==> src/rtl/tdma_pkg.sv <==
`timescale 1ns/1ps
package tdma_pkg;
   typedef enum logic [2:0] {
      W_IDLE, W_NEXT, W_FETCH, W_CHECK, W_RDBUF, W_SEND, W_WBSIZE, W_WBCMD
   } walk_st_t;

   localparam int DESC_WORDS = 4;
   localparam int SLOT_SIZE  = 0;
   localparam int SLOT_CMD   = 1;
   localparam int SLOT_NEXT  = 2;
   localparam int SLOT_BUF   = 3;
endpackage

==> src/rtl/tdma_tx_regs.sv <==
`timescale 1ns/1ps
module tdma_tx_regs #(
   parameter int WORD_W = 32,
   parameter int REG_AW = 12,
   parameter logic [REG_AW-1:0] OFS_CMD   = 12'h008,
   parameter logic [REG_AW-1:0] OFS_RXP   = 12'h810,
   parameter logic [REG_AW-1:0] OFS_CURTX = 12'hC10,
   parameter logic [REG_AW-1:0] OFS_FSTTX = 12'hC14,
   parameter int DEMAND_BIT = 23
) (
   input  logic              clk,
   input  logic              rst_n,
   input  logic              reg_wr,
   input  logic [REG_AW-1:0] reg_addr,
   input  logic [WORD_W-1:0] reg_wdata,
   output logic [WORD_W-1:0] reg_rdata,
   input  logic              busy,
   input  logic              ptr_load,
   input  logic [WORD_W-1:0] ptr_val,
   input  logic              clr_demand,
   output logic              start,
   output logic [WORD_W-1:0] cur_ptr
);
   logic [WORD_W-1:0] cmd_q, rxp_q, fst_q;
   logic hit_cmd, hit_cur, hit_rxp, hit_fst;

   assign hit_cmd = reg_wr && (reg_addr == OFS_CMD);
   assign hit_cur = reg_wr && (reg_addr == OFS_CURTX);
   assign hit_rxp = reg_wr && (reg_addr == OFS_RXP);
   assign hit_fst = reg_wr && (reg_addr == OFS_FSTTX);

   // a demand only launches a walk from idle
   assign start = hit_cmd && reg_wdata[DEMAND_BIT] && !busy;

   always_ff @(posedge clk) begin
      if (!rst_n) begin
         cmd_q   <= '0;
         cur_ptr <= '0;
         rxp_q   <= '0;
         fst_q   <= '0;
      end else begin
         // software write has priority over the engine's demand clear
         if (hit_cmd)         cmd_q <= reg_wdata;
         else if (clr_demand) cmd_q[DEMAND_BIT] <= 1'b0;
         if (ptr_load)                cur_ptr <= ptr_val;
         else if (hit_cur && !busy)   cur_ptr <= reg_wdata;
         if (hit_rxp) rxp_q <= reg_wdata;
         if (hit_fst) fst_q <= reg_wdata;
      end
   end

   always_comb begin
      reg_rdata = '0;
      if (reg_addr == OFS_CMD)   reg_rdata = cmd_q;
      if (reg_addr == OFS_CURTX) reg_rdata = cur_ptr;
      if (reg_addr == OFS_RXP)   reg_rdata = rxp_q;
      if (reg_addr == OFS_FSTTX) reg_rdata = fst_q;
   end
endmodule

==> src/rtl/tdma_lane_pick.sv <==
`timescale 1ns/1ps
module tdma_lane_pick #(
   parameter int WORD_W = 32,
   localparam int LANES  = WORD_W / 8,
   localparam int LANE_W = $clog2(LANES)
) (
   input  logic [WORD_W-1:0] word,
   input  logic [LANE_W-1:0] lane,
   output logic [7:0]        byte_out
);
   logic [7:0] lanes_a [LANES];
   for (genvar g = 0; g < LANES; g++) begin : g_lane
      assign lanes_a[g] = word[8*g +: 8];
   end
   assign byte_out = lanes_a[lane];
endmodule

==> src/rtl/tdma_tx_walker.sv <==
`timescale 1ns/1ps
module tdma_tx_walker
   import tdma_pkg::*;
#(
   parameter int WORD_W    = 32,
   parameter int CNT_W     = 16,
   parameter int OWNER_BIT = 31,
   parameter int ALIGN_LSB = 4,
   localparam int LANES  = WORD_W / 8,
   localparam int LANE_W = $clog2(LANES),
   localparam int IDX_W  = $clog2(DESC_WORDS),
   localparam int LOW_W  = WORD_W - CNT_W
) (
   input  logic              clk,
   input  logic              rst_n,
   input  logic              start,
   input  logic [WORD_W-1:0] start_ptr,
   output logic              busy,
   output logic              ptr_load,
   output logic [WORD_W-1:0] ptr_val,
   output logic              clr_demand,
   output logic              evt,
   output logic              mem_req,
   output logic              mem_we,
   output logic [WORD_W-1:0] mem_addr,
   output logic [WORD_W-1:0] mem_wdata,
   input  logic              mem_ack,
   input  logic [WORD_W-1:0] mem_rdata,
   output logic              tx_valid,
   input  logic              tx_ready,
   output logic [WORD_W-1:0] word_q,
   output logic [LANE_W-1:0] lane_q
);
   localparam logic [WORD_W-1:0] DESC_MASK = ~((WORD_W'(1) << ALIGN_LSB) - WORD_W'(1));
   localparam logic [WORD_W-1:0] WORD_MASK = ~((WORD_W'(1) << LANE_W) - WORD_W'(1));
   localparam logic [WORD_W-1:0] OWN_MASK  = WORD_W'(1) << OWNER_BIT;

   walk_st_t          st;
   logic [IDX_W-1:0]  idx;
   logic [WORD_W-1:0] walk_addr, baddr, cmd_q, next_q, buf_q;
   logic [CNT_W-1:0]  cnt_q, remain;
   logic              null_end, unowned;

   assign null_end = (st == W_NEXT) && (walk_addr == '0);
   assign unowned  = (st == W_CHECK) && !cmd_q[OWNER_BIT];

   always_ff @(posedge clk) begin
      if (!rst_n) begin
         st <= W_IDLE;
         idx <= '0;
         walk_addr <= '0;
         baddr <= '0;
         cmd_q <= '0;
         next_q <= '0;
         buf_q <= '0;
         cnt_q <= '0;
         remain <= '0;
         word_q <= '0;
         lane_q <= '0;
      end else begin
         unique case (st)
            W_IDLE: if (start) begin
               walk_addr <= start_ptr & DESC_MASK;
               st <= W_NEXT;
            end
            W_NEXT: begin
               idx <= '0;
               st <= (walk_addr == '0) ? W_IDLE : W_FETCH;
            end
            W_FETCH: if (mem_ack) begin
               unique case (idx)
                  IDX_W'(SLOT_SIZE): cnt_q  <= mem_rdata[WORD_W-1 -: CNT_W];
                  IDX_W'(SLOT_CMD):  cmd_q  <= mem_rdata;
                  IDX_W'(SLOT_NEXT): next_q <= mem_rdata & DESC_MASK;
                  default:           buf_q  <= mem_rdata & WORD_MASK;
               endcase
               idx <= idx + IDX_W'(1);
               if (idx == IDX_W'(DESC_WORDS-1)) st <= W_CHECK;
            end
            W_CHECK: begin
               remain <= cnt_q;
               baddr  <= buf_q;
               if (!cmd_q[OWNER_BIT])  st <= W_IDLE;
               else if (cnt_q == '0)   st <= W_WBSIZE;
               else                    st <= W_RDBUF;
            end
            W_RDBUF: if (mem_ack) begin
               word_q <= mem_rdata;
               lane_q <= '0;
               st <= W_SEND;
            end
            W_SEND: if (tx_ready) begin
               remain <= remain - CNT_W'(1);
               lane_q <= lane_q + LANE_W'(1);
               if (remain == CNT_W'(1)) st <= W_WBSIZE;
               else if (lane_q == LANE_W'(LANES-1)) begin
                  baddr <= baddr + WORD_W'(LANES);
                  st <= W_RDBUF;
               end
            end
            W_WBSIZE: if (mem_ack) st <= W_WBCMD;
            W_WBCMD: if (mem_ack) begin
               walk_addr <= next_q;
               st <= W_NEXT;
            end
            default: st <= W_IDLE;
         endcase
      end
   end

   assign busy       = (st != W_IDLE);
   assign ptr_load   = (st == W_NEXT) && (walk_addr != '0);
   assign ptr_val    = walk_addr;
   assign clr_demand = null_end;
   assign evt        = null_end || unowned;
   assign tx_valid   = (st == W_SEND);

   always_comb begin
      mem_req   = 1'b0;
      mem_we    = 1'b0;
      mem_addr  = walk_addr;
      mem_wdata = '0;
      unique case (st)
         W_FETCH: begin
            mem_req  = 1'b1;
            mem_addr = walk_addr + (WORD_W'(idx) << LANE_W);
         end
         W_RDBUF: begin
            mem_req  = 1'b1;
            mem_addr = baddr;
         end
         W_WBSIZE: begin
            mem_req   = 1'b1;
            mem_we    = 1'b1;
            mem_wdata = {cnt_q, {LOW_W{1'b0}}};
         end
         W_WBCMD: begin
            mem_req   = 1'b1;
            mem_we    = 1'b1;
            mem_addr  = walk_addr + WORD_W'(LANES);
            mem_wdata = cmd_q & ~OWN_MASK;
         end
         default: ;
      endcase
   end
endmodule

==> src/rtl/tdma_tx_top.sv <==
`timescale 1ns/1ps
module tdma_tx_top #(
   parameter int WORD_W     = 32,
   parameter int REG_AW     = 12,
   parameter int CNT_W      = 16,
   parameter int OWNER_BIT  = 31,
   parameter int DEMAND_BIT = 23,
   parameter int ALIGN_LSB  = 4,
   localparam int LANES  = WORD_W / 8,
   localparam int LANE_W = $clog2(LANES),
   localparam int LOW_W  = WORD_W - CNT_W
) (
   input  logic              clk,
   input  logic              rst_n,
   input  logic              reg_wr,
   input  logic [REG_AW-1:0] reg_addr,
   input  logic [WORD_W-1:0] reg_wdata,
   output logic [WORD_W-1:0] reg_rdata,
   output logic              mem_req,
   output logic              mem_we,
   output logic [WORD_W-1:0] mem_addr,
   output logic [WORD_W-1:0] mem_wdata,
   input  logic              mem_ack,
   input  logic [WORD_W-1:0] mem_rdata,
   output logic              tx_valid,
   output logic [7:0]        tx_data,
   input  logic              tx_ready,
   output logic              txbuf_evt
);
   if (WORD_W != 32) begin : g_bad_word
      $error("tdma_tx_top: WORD_W must be 32");
   end
   if (CNT_W < 1 || CNT_W > WORD_W / 2) begin : g_bad_cnt
      $error("tdma_tx_top: CNT_W out of range");
   end
   if (OWNER_BIT >= WORD_W || DEMAND_BIT >= WORD_W) begin : g_bad_bit
      $error("tdma_tx_top: control bit outside the word");
   end
   if (ALIGN_LSB != LANE_W + 2) begin : g_bad_align
      $error("tdma_tx_top: descriptor alignment must cover four words");
   end

   logic              busy, ptr_load, clr_demand, start;
   logic [WORD_W-1:0] ptr_val, cur_ptr, word_q;
   logic [LANE_W-1:0] lane_q;

   tdma_tx_regs #(
      .WORD_W(WORD_W), .REG_AW(REG_AW), .DEMAND_BIT(DEMAND_BIT)
   ) u_regs (
      .clk(clk), .rst_n(rst_n), .reg_wr(reg_wr), .reg_addr(reg_addr),
      .reg_wdata(reg_wdata), .reg_rdata(reg_rdata), .busy(busy),
      .ptr_load(ptr_load), .ptr_val(ptr_val), .clr_demand(clr_demand),
      .start(start), .cur_ptr(cur_ptr)
   );

   tdma_tx_walker #(
      .WORD_W(WORD_W), .CNT_W(CNT_W), .OWNER_BIT(OWNER_BIT), .ALIGN_LSB(ALIGN_LSB)
   ) u_walk (
      .clk(clk), .rst_n(rst_n), .start(start), .start_ptr(cur_ptr),
      .busy(busy), .ptr_load(ptr_load), .ptr_val(ptr_val),
      .clr_demand(clr_demand), .evt(txbuf_evt), .mem_req(mem_req),
      .mem_we(mem_we), .mem_addr(mem_addr), .mem_wdata(mem_wdata),
      .mem_ack(mem_ack), .mem_rdata(mem_rdata), .tx_valid(tx_valid),
      .tx_ready(tx_ready), .word_q(word_q), .lane_q(lane_q)
   );

   tdma_lane_pick #(.WORD_W(WORD_W)) u_pick (
      .word(word_q), .lane(lane_q), .byte_out(tx_data)
   );
endmodule

==> config.mk <==
export PLATFORM = sky130hd
export DESIGN_NAME = tdma_tx_top
export DESIGN_NICKNAME = d
export VERILOG_FILES = /design/src/rtl/tdma_pkg.sv /design/src/rtl/tdma_tx_regs.sv /design/src/rtl/tdma_lane_pick.sv /design/src/rtl/tdma_tx_walker.sv /design/src/rtl/tdma_tx_top.sv
export SDC_FILE = /design/constraint.sdc
export NUM_CORES = 1
export LEC_CHECK = 0
export CAP_MARGIN = 20
export CORE_ASPECT_RATIO = 0.5
export CORE_MARGIN = 1.5
export CORE_UTILIZATION = 30
export CTS_CLUSTER_DIAMETER = 60
export DETAILED_ROUTE_END_ITERATION = 10
export DONT_BUFFER_PORTS = 1
export PLACE_DENSITY = 0.48
export SYNTH_ARGS = -nofsm -noshare
export SYNTH_HDL_FRONTEND = slang
export SYNTH_SLANG_ARGS = --single-unit
==> constraint.sdc <==
create_clock -name clk -period 2.4 [get_ports clk]
set_input_delay 0.12 -clock clk [delete_from_list [all_inputs] [get_ports clk]]
set_output_delay 0.12 -clock clk [all_outputs]
set_load 0.03 [all_outputs]
==> results.tsv <==
metric	value	unit
outcome	completed	
Worst Path Buf+Inv	1	
fin crit period	2.31	ns
Initial Utilization	30.4	%
Post-Place Setup Slack	0.114	ns
Max Freq	0.433	GHz
share of the synthesized area in the top cell type	44.0	%
die area	54100	sq um
WP data arrival	2.19	ns
Final Cell Area	19500	sq um
Final Hold Fails	0	
Comb power frac	4.7	%
DR iter-0 viols	1555	
synthesis-to-layout area growth	23.2	%
largest net degree at the start of global routing	75	
I/O pins	189	
row count	59	
RSZ-0062 raised after global routing	true	
area leader, netlist	dfxtp_1	
Worst IR Drop VDD	0.000303	V
via count	15200	
metal2 WL	28.3	mm
CP Cell Sequence	nor4_1, nand4_1, nor2_4, nand2_1, o31ai_1, buf_12	
IO buf count	0	
Pleak	6.57	nW
Switch Pwr	2.91	mW
Pre-Repair DR Iteration Count	8	
Worst Setup Start Kind	register	
Synth Instances	2061	
CP peak stage delay	0.35	ns
element type at the critical path end	output pin	
CTS tree	done	
CTS root buf	clkbuf_16	
Main synth FF type	dfxtp_1	
WP data required	2.28	ns
Sw Ratio	23.2	%
nets@finish	2247	
core outline area	52000	sq um
global route overflow	0	
Worst-path clk slew	0.06	ns
relative slew slack	41.1	%
Overall Power	12.5	mW
fin. max-slew vios	0	
internal power	9.63	mW
post-DR wirelength/cell	20.8	um
vias in the first global route	13800	
first-pass GRT wire length	89.7	mm
CTS H-tree depth	2	
start-to-end type of the worst setup path	register to output pin	
slowest stage cell, crit path	nor4_1	
max-cap violation count	0	
Die X	328	um
DRT met1 WL	27.6	mm
sequential share of power	46.4	%
period utilization	96.2	%
sink count of the clock tree	347	
Synth top cells by count	599 x nand2_1, 350 x a21oi_1, 347 x dfxtp_1	
antenna viol nets, final	0	
post-synthesis register bit count	347	
Die Ht	165	um
most frequent cell after synthesis	nand2_1	
DR DRC count	0	
GRT Resource Usage Total	21.5	%
wire length on met3	2.97	mm
Least-Margin Pin Slew	0.883	ns
asr flop ratio synth	0	%
WL final	60.1	mm
share of cells above drive strength 1	13.6	%
clock skew	0.0201	ns
Final setup viols	0	
clock share of power	48.9	%
maximum root-to-sink buffer count	3	
Layout Utilization	37.4	%
Sum Neg Setup Slack	0	ns
Worst Hold Class	input port to register	
top sig layer	met4	
Placer Congestion	0.840	
synth warn	0	
Worst Path Max Fanout	4	
number of antenna violations at the first check in global routing	0	
Netlist cell types	70	
Synth area leaders	dfxtp_1 44%, nand2_1 14%, a21oi_1 11%	
Cell Pwr Density	644	nW/um^2
setup ws final	0.0916	ns
CTS Buf Count	37	
sequential fraction of the synthesis area	44.0	%
worst skew pair latency	0.54	ns
Post-synth EDFFs	0	
Mapped Avg Cell Area	7.67	sq um
delay-heaviest family, CP	simple AND/OR/NAND/NOR gates	
placed cell areas	17400	sq um
Syn Std Cell Area	15800	sq um
via-per-instance ratio	5.27	
diodes inserted	0	
hpwl dp	41.0	mm
-- worst paths after layout --
check / startpoint / endpoint / slack [ns] / depth (start not counted)
worst min register to register: u_regs.fst_q[18] / u_regs.fst_q[18] / 0.45 / 2
worst max register to register: u_walk.ptr_val[7] / u_regs.cur_ptr[17] / 0.09 / 6
worst min-delay path: tx_ready / u_walk.baddr[2] / 0.02 / 4
worst max-delay path: u_walk.ptr_val[7] / txbuf_evt / 0.09 / 6
-- kinds of logic (layout without fill, tap and decap cells) --
logic type | after synthesis | in the layout | synth area share, %
compound gates | 563 | 563 | 21.8
fa+ha+maj | 9 | 9 | 0.713
simple gates | 901 | 901 | 24.4
buf+inv | 189 | 312 | 5.00
flops | 347 | 347 | 44.0
other cells | 1 | 2 | 0.0237
mux | 51 | 51 | 4.09
-- metrics by stage --
stage	std cells	hold slack, ns
after global routing	2886	0.0347
after detailed placement	2749	0.263
final	2886	0.0235
after CTS	2886	0.0000365
after global placement	2749	0.258
after floorplan	2062	0.256
-- flip-flops by register name (all words and copies together) (netlist names) --
name and count:
u_regs.cmd_q 32, u_regs.cur_ptr 32, u_regs.fst_q 32, u_regs.rxp_q 32, u_walk.baddr 30, u_walk.buf_q 30, u_walk.cmd_q 32, u_walk.cnt_q 16
u_walk.idx 2, u_walk.lane_q 2, u_walk.next_q 28, u_walk.ptr_val 28, u_walk.remain 16, u_walk.st 3, u_walk.word_q 32
-- repair_timing --
| item | in CTS | in global routing |
|---|---|---|
| hold endpoints to repair | 306 | 0 |
| endpoints found under the setup margin | 35 | 10 |
| pin swaps | 0 | 1 |
| hold buffers | 70 | 0 |
| resized for setup | 6 | 4 |
| setup buffers | 0 | 0 |
-- power groups by stage --
stage / Clock (mW) / Sequential, mW / Combinational, mW
2_1_floorplan: 0 / 5.92 / 0.271
3_3_place_gp: 0 / 5.94 / 0.380
3_5_place_dp: 0 / 5.94 / 0.376
4_1_cts: 6.23 / 5.81 / 0.592
5_1_grt: 6.51 / 5.81 / 0.629
6_report: 6.13 / 5.81 / 0.595
-- placed cells by master, fill, tap and decap left out, types with 6 or more instances in the layout --
cell           instances
nand2_1              599
a21oi_1              350
nor2_1               126
a211oi_1               6
clkinv_2               6
ha_1                   9
nand4_1               16
a222oi_1              32
clkbuf_16             39
clkbuf_1               8
clkbuf_8               8
o221a_2                6
and2_1                25
o31ai_1               10
nor3_1                12
nor4_2                 6
mux4_2                 8
buf_12                20
a311oi_1              29
o22ai_1                7
mux2_2                28
and3_1                 8
dfxtp_1              344
dlygate4sd3_1         69
mux2i_1               15
o21ai_0               33
a31oi_1                6
buf_4                141
a22oi_1               33
nand3_1               53
inv_1                 12
o211ai_1               6
nor4_1                 7
-- metal layers --
metal,global-route usage (%),vias to the layer above
met5,0,-
met4,5.37,0
met3,2.97,75
met2,35.1,396
met1,29.9,7379
li1,-,7371
-- cell type report --
class                           count  area (sq um)
Multi-Input combinational cell   1526          8130
Fill cell                        5402         32500
Tap cell                          701           877
Inverter                           14          60.1
Sequential cell                   347          6950
Clock inverter                     12           166
Timing Repair Buffer              231          2160
Clock buffer                       55          1120
-- worst register-to-register path: cells and delay by family, from the launching register on --
family / cells / cell delay (ns)
AO/OA/AOI/OAI: 2 / 0.93
AND/OR/NAND/NOR: 3 / 0.67
flip-flops: 1 / 0.34
buffers and inverters: 1 / 0.29
No activity file was read; power rests on OpenSTA's default activity.
